--- config.mk ---
export PLATFORM = sky130hd
export DESIGN_NAME = dbuf_pwm_channel
export DESIGN_NICKNAME = d
export VERILOG_FILES = /design/src/rtl/pwm_pkg.sv /design/src/rtl/pwm_regs.sv /design/src/rtl/pwm_counter.sv /design/src/rtl/pwm_wave.sv /design/src/rtl/dbuf_pwm_channel.sv
export SDC_FILE = /design/constraint.sdc
export NUM_CORES = 1
export LEC_CHECK = 0
export BUFFER_PORTS_ARGS = -buffer_cell sky130_fd_sc_hd__buf_4
export CORE_AREA = 3 3 78 80
export DETAILED_ROUTE_END_ITERATION = 12
export DIE_AREA = 0 0 81 83
export PLACE_DENSITY = 0.77
export SYNTH_ARGS = -nofsm -noshare
export SYNTH_HDL_FRONTEND = slang
export SYNTH_HIERARCHICAL = 1
export SYNTH_SLANG_ARGS = --single-unit
--- constraint.sdc ---
create_clock -name clk -period 7.9 [get_ports clk]
set_clock_uncertainty 0.2 [all_clocks]
set_input_delay 1.58 -clock clk [delete_from_list [all_inputs] [get_ports clk]]
set_output_delay 1.58 -clock clk [all_outputs]
set_load 0.05 [all_outputs]
--- src/rtl/pwm_pkg.sv ---
package pwm_pkg;

    typedef enum logic [1:0] {
        SEL_PER  = 2'd0,
        SEL_DTY  = 2'd1,
        SEL_CTRL = 2'd2,
        SEL_NONE = 2'd3
    } reg_sel_e;

    // Control word; packed MSB first so en lands on bit 0
    typedef struct packed {
        logic center;
        logic inv;
        logic en;
    } ctrl_t;

    localparam int CTRL_BITS = 3;

    function automatic int value_width(input bit joined);
        return joined ? 16 : 8;
    endfunction

endpackage

--- src/rtl/pwm_regs.sv ---
module pwm_regs
    import pwm_pkg::*;
#(
    parameter int W = 8
) (
    input  logic         clk,
    input  logic         rst,
    input  logic         wr_en,
    input  logic [1:0]   wr_sel,
    input  logic [W-1:0] wr_data,
    input  logic         load,
    output ctrl_t        ctrl,
    output logic [W-1:0] act_per,
    output logic [W-1:0] act_dty
);
    logic [W-1:0] sh_per, sh_dty;
    reg_sel_e     sel;

    assign sel = reg_sel_e'(wr_sel);

    always_ff @(posedge clk) begin
        if (rst) begin
            sh_per <= '0;
            sh_dty <= '0;
            ctrl   <= '0;
        end else if (wr_en) begin
            case (sel)
                SEL_PER:  sh_per <= wr_data;
                SEL_DTY:  sh_dty <= wr_data;
                SEL_CTRL: ctrl   <= ctrl_t'(wr_data[CTRL_BITS-1:0]);
                default:  ;
            endcase
        end
    end

    always_ff @(posedge clk) begin
        if (rst) begin
            act_per <= '0;
            act_dty <= '0;
        end else if (load) begin
            act_per <= sh_per;
            act_dty <= sh_dty;
        end
    end

    // active values move only on a load
    p_hold_active_r5: assert property (@(posedge clk) disable iff (rst)
        !load |=> ($stable(act_per) && $stable(act_dty)));
    p_copy_shadow_r5: assert property (@(posedge clk) disable iff (rst)
        load |=> (act_per == $past(sh_per) && act_dty == $past(sh_dty)));

endmodule

--- src/rtl/pwm_counter.sv ---
module pwm_counter #(
    parameter int W = 8
) (
    input  logic         clk,
    input  logic         rst,
    input  logic         en,
    input  logic         center,
    input  logic         tick,
    input  logic [W-1:0] per,
    output logic [W-1:0] cnt,
    output logic         load
);
    logic down;
    logic left_wrap;
    logic ctr_end;

    assign left_wrap = (per == '0) || (cnt >= per - 1'b1);
    assign ctr_end   = down ? (cnt == {{(W-1){1'b0}}, 1'b1}) : (cnt >= per);
    assign load      = !en || (tick && (center ? ctr_end : left_wrap));

    always_ff @(posedge clk) begin
        if (rst) begin
            cnt  <= '0;
            down <= 1'b0;
        end else if (!en) begin
            cnt  <= '0;
            down <= 1'b0;
        end else if (tick) begin
            if (!center) begin
                down <= 1'b0;
                cnt  <= left_wrap ? '0 : cnt + 1'b1;
            end else if (!down) begin
                if (cnt < per) begin
                    cnt <= cnt + 1'b1;
                    if (cnt + 1'b1 == per) down <= 1'b1;
                end
            end else begin
                cnt <= cnt - 1'b1;
                if (cnt == {{(W-1){1'b0}}, 1'b1}) down <= 1'b0;
            end
        end
    end

    p_left_bound_r2: assert property (@(posedge clk) disable iff (rst)
        (en && !center && per != '0) |-> (cnt < per));
    p_center_bound_r3: assert property (@(posedge clk) disable iff (rst)
        (en && center) |-> (cnt <= per));
    p_hold_notick_r7: assert property (@(posedge clk) disable iff (rst)
        (en && !tick) |=> $stable(cnt));
    p_idle_zero_r6: assert property (@(posedge clk) disable iff (rst)
        !en |=> (cnt == '0));

endmodule

--- src/rtl/pwm_wave.sv ---
module pwm_wave #(
    parameter int W = 8
) (
    input  logic         clk,
    input  logic         rst,
    input  logic         en,
    input  logic         inv,
    input  logic [W-1:0] cnt,
    input  logic [W-1:0] per,
    input  logic [W-1:0] dty,
    output logic         pwm
);
    logic in_duty;

    assign in_duty = (dty != '0) && ((dty >= per) || (cnt < dty));
    assign pwm     = (en && in_duty) ^ inv;

    p_zero_duty_r4: assert property (@(posedge clk) disable iff (rst)
        (dty == '0) |-> (pwm == inv));
    p_full_duty_r4: assert property (@(posedge clk) disable iff (rst)
        (en && dty != '0 && dty >= per) |-> (pwm == !inv));
    p_rest_level_r6: assert property (@(posedge clk) disable iff (rst)
        $fell(en) |-> (pwm == inv));

endmodule

--- src/rtl/dbuf_pwm_channel.sv ---
module dbuf_pwm_channel
    import pwm_pkg::*;
#(
    parameter bit JOINED = 1'b0,
    localparam int W = value_width(JOINED)
) (
    input  logic         clk,
    input  logic         rst,
    input  logic         tick_i,
    input  logic         wr_en,
    input  logic [1:0]   wr_sel,
    input  logic [W-1:0] wr_data,
    output logic         pwm_o
);
    ctrl_t        ctrl;
    logic [W-1:0] act_per, act_dty, cnt;
    logic         load;

    pwm_regs #(.W(W)) u_regs (
        .clk     (clk),
        .rst     (rst),
        .wr_en   (wr_en),
        .wr_sel  (wr_sel),
        .wr_data (wr_data),
        .load    (load),
        .ctrl    (ctrl),
        .act_per (act_per),
        .act_dty (act_dty)
    );

    pwm_counter #(.W(W)) u_cnt (
        .clk    (clk),
        .rst    (rst),
        .en     (ctrl.en),
        .center (ctrl.center),
        .tick   (tick_i),
        .per    (act_per),
        .cnt    (cnt),
        .load   (load)
    );

    pwm_wave #(.W(W)) u_wave (
        .clk (clk),
        .rst (rst),
        .en  (ctrl.en),
        .inv (ctrl.inv),
        .cnt (cnt),
        .per (act_per),
        .dty (act_dty),
        .pwm (pwm_o)
    );

    p_reset_low_r1: assert property (@(posedge clk)
        $past(rst) |-> (pwm_o == 1'b0));

endmodule

==> impl_metrics.csv <==
group,metric,value,unit
clocking,clk_latency,0.30,ns
power_and_ir_drop,power_leakage,0.00158,µW
cells_and_area,area.growth.synth_to_final,7.03,%
clocking,clock_tree.root_cell,"clkbuf_8",
grt,overflow,0,
route,drtAntennaViolNets,0,
place,dp_hpwl,5460,µm
timing,setup_viol,0,
clocking,cts_setup_buffers,0,
worst_setup_path,slowest_stage,"dfxtp_1",
synthesis,yosys.cell_count.top_type,"dfxtp_1",
route,totalWireLength,7360,µm
synthesis,syn-mean-instance-area,8.32,µm²
synthesis,post_synth_main_area_contributors,"dfxtp_1 27%, ha_1 13%, mux2i_1 11%",
floorplanning,design.core.area,0.00547,mm²
timing,number_of_endpoints_with_negative_hold_slack_in_the_final_report,0,
clocking,post_cts_sizing,0,
grt,first_global_vias,2608,
worst_setup_path,arrival_time_reported_for_the_critical_path_endpoint,2.30,ns
power_and_ir_drop,ir_drop,0.142,mV
worst_setup_path,cp_slowest_stage_delay,0.70,ns
timing,period_minus_slack,4.08,ns
power_and_ir_drop,power_per_cell_area,136,mW/mm²
floorplanning,start_util,0.599,
synthesis,synth.top_cells.by_count,"44 x dfxtp_1, 36 x mux2i_1, 35 x ha_1",
timing,slew_headroom,0.265,
synthesis,post_synth_inst_count,394,
synthesis,synth_top_area_share,0.269,
clocking,tritoncts,"built",
worst_setup_path,worst-setup-path-type,"flip-flop to output pin",
synthesis,synth_seq_cells,44,
run,cap_violations,0,
worst_setup_path,critPathCaptureType,"output pin",
grt,track_usage,0.229,
route,vias,2758,
clocking,htree_levels,2,
route,dr.first_iter.drc_count,220,
route,drt_pass1_iterations,4,
worst_setup_path,cp.buffers_inverters,1,
place,post_dp_cell_area,0.00339,mm²
synthesis,synth_top_area_cell,"dfxtp_1",
synthesis,synth-async-reset-ratio,0,
worst_setup_path,crit_path_required_time,6.12,ns
place,finalWeightedCongestion,0.906,
cells_and_area,num_antenna_cells,0,
run_status,status,"completed",
synthesis,post_synthesis_sequential_area_ratio,0.269,
grt,global_route_wire_length_before_repair,12600,µm
floorplanning,top_level_ports,15,
floorplanning,die-area,0.00672,mm²
clocking,cts_hold_buf,0,
clocking,cts-buffers-inserted,5,
floorplanning,core.rowCount,27,
route,drc,0,
route,route.detailed.vias_per_inst,5.87,
timing,maxClockFrequency,245,MHz
synthesis,yosys_warning_total,6,
worst_setup_path,delay_heaviest_family_cp,"flip-flops",
place,io_buffer_count,14,
clocking,cts.path.max_buffers,2,
min_path,timing.hold.worst.class,"flip-flop to flip-flop",
timing,final_max_slew_viol_count,0,
power_and_ir_drop,p_total,478,µW
grt,grt_max_degree,46,
timing,setup_repair_after_global_routing_missed_its_margin,"no",
cells_and_area,stdcell_area,0.00351,mm²
timing,min_period_over_period,0.516,
worst_setup_path,crit_path_start_kind,"flip-flop",
timing,fin_tns_setup,0,ns
cells_and_area,final_core_util,0.641,
synthesis,synth_enable_flop_cells,0,
synthesis,synth_cell_type_count,52,
floorplanning,die_w,81,µm
synthesis,synthesized_area,0.00328,mm²
grt,antenna_found_initial,0,
worst_setup_path,crit_fanout,15,
synthesis,syn-num-nets,443,
worst_setup_path,timing.critical_path.cells,"ha_1, or2_2, a21oi_1, or3_1, a21bo_2, nand3b_1, buf_4",
cells_and_area,final_nets,446,
timing,timing_worst_slew_pin_value,1.10,ns
synthesis,ys.flop_type,"dfxtp_1",
clocking,clk_pin_slew_worst_paths,0.09,ns
cells_and_area,layout-drive-gt1-share,0.0779,
route,avgRoutedWirePerCell,15.7,µm
floorplanning,dieHeight,83,µm
clocking,clkSinkCount,44,
==> power by group <==
part           internal (µW)  total, µW  leakage (µW)  switching (µW)
registers                227        233      0.000356            6.00
clock network            104        186     0.0000614            82.8
logic                   26.5       59.1       0.00116            32.6
total                    357        478       0.00158             121
==> metal layers <==
| metal | global-route usage | wire length [µm] | vias up |
|---|---|---|---|
| li1 | - | - | 1393 |
| met1 | 0.313 | 3370 | 1295 |
| met2 | 0.373 | 3600 | 63 |
| met3 | 0.0380 | 321 | 7 |
| met4 | 0.0538 | 60 | 0 |
| met5 | 0 | 0 | - |
==> per-stage QoR <==
step                std cells  hold slack [ns]  setup WS [ns]
floorplan                 394            0.248           4.23
global placement          462            0.263           4.16
detailed placement        462            0.274           4.06
CTS                       470            0.285           3.81
global route              470            0.298           3.69
finish                    470            0.281           3.82
==> layout make-up <==
| type | instances | area, µm² |
|---|---|---|
| Clock buffer | 6 | 82.6 |
| Clock inverter | 2 | 38.8 |
| Fill cell | 476 | 1970 |
| Inverter | 29 | 109 |
| Multi-Input combinational cell | 303 | 2200 |
| Sequential cell | 44 | 881 |
| Tap cell | 72 | 90.1 |
| Timing Repair Buffer | 14 | 105 |
==> worst register-to-register path, delay by kind of cell, from the launching register on <==
family / cells / cell delay (ns)
multiplexers: 1 / 0.30
AND/OR/NAND/NOR: 6 / 1.11
flip-flops: 1 / 0.39
adder cells (fa/ha/maj): 1 / 0.29
AO/OA/AOI/OAI: 3 / 1.37
XOR/XNOR: 1 / 0.11
==> logic make-up (layout without fill, tap and decap cells) <==
group | after synthesis | count (layout) | share of synthesized area
DFF | 44 | 44 | 0.269
xor gates and xnor gates | 19 | 19 | 0.0508
adders and majority gates | 35 | 35 | 0.134
AOI/OAI and AO/OA | 66 | 66 | 0.134
buffers and inverters | 47 | 51 | 0.0607
muxes | 36 | 36 | 0.110
and+or+nand+nor | 147 | 147 | 0.242
==> sequential cells by signal, summed over array words and instances (netlist names) <==
name	cells
u_cnt/cnt	8
u_regs/ctrl	3
u_regs/sh_per	8
u_regs/act_per	8
u_regs/act_dty	8
u_cnt/down	1
u_regs/sh_dty	8
==> path summary, 6_finish.rpt <==
kind / end / cells past startpoint / slack [ns] / from
hold reg to reg: u_regs/sh_dty[6]$_SDFFE_PP0P_ / 2 / 0.28 / u_regs/sh_dty[6]$_SDFFE_PP0P_
setup reg to reg: u_regs/act_per[0]$_SDFFE_PP0P_ / 12 / 4.02 / u_regs/act_per[2]$_SDFFE_PP0P_
hold / removal: u_regs/sh_dty[6]$_SDFFE_PP0P_ / 2 / 0.28 / u_regs/sh_dty[6]$_SDFFE_PP0P_
setup / recovery: pwm_o / 7 / 3.82 / u_cnt/cnt[2]$_SDFFE_PP0P_
==> cells in the final DEF (no fill, tap or decap), drive strengths merged, types with 2 or more instances in the layout <==
master / count
o2bb2ai: 2
o211ai: 9
mux2i: 36
nand3: 10
clkbuf: 6
buf: 14
or3: 2
nor3: 10
dfxtp: 44
a21oi: 16
o21a: 3
nor2b: 5
o21ai: 15
nand2b: 33
xnor2: 14
a32oi: 2
a31oi: 2
nor4: 5
a2111oi: 2
ha: 35
nand3b: 4
nand4: 8
nand2: 25
xor2: 5
o21bai: 3
nor2: 33
a211o: 2
inv: 29
or4: 2
nor3b: 2
a211oi: 5
(Power assumes the default switching activity.)
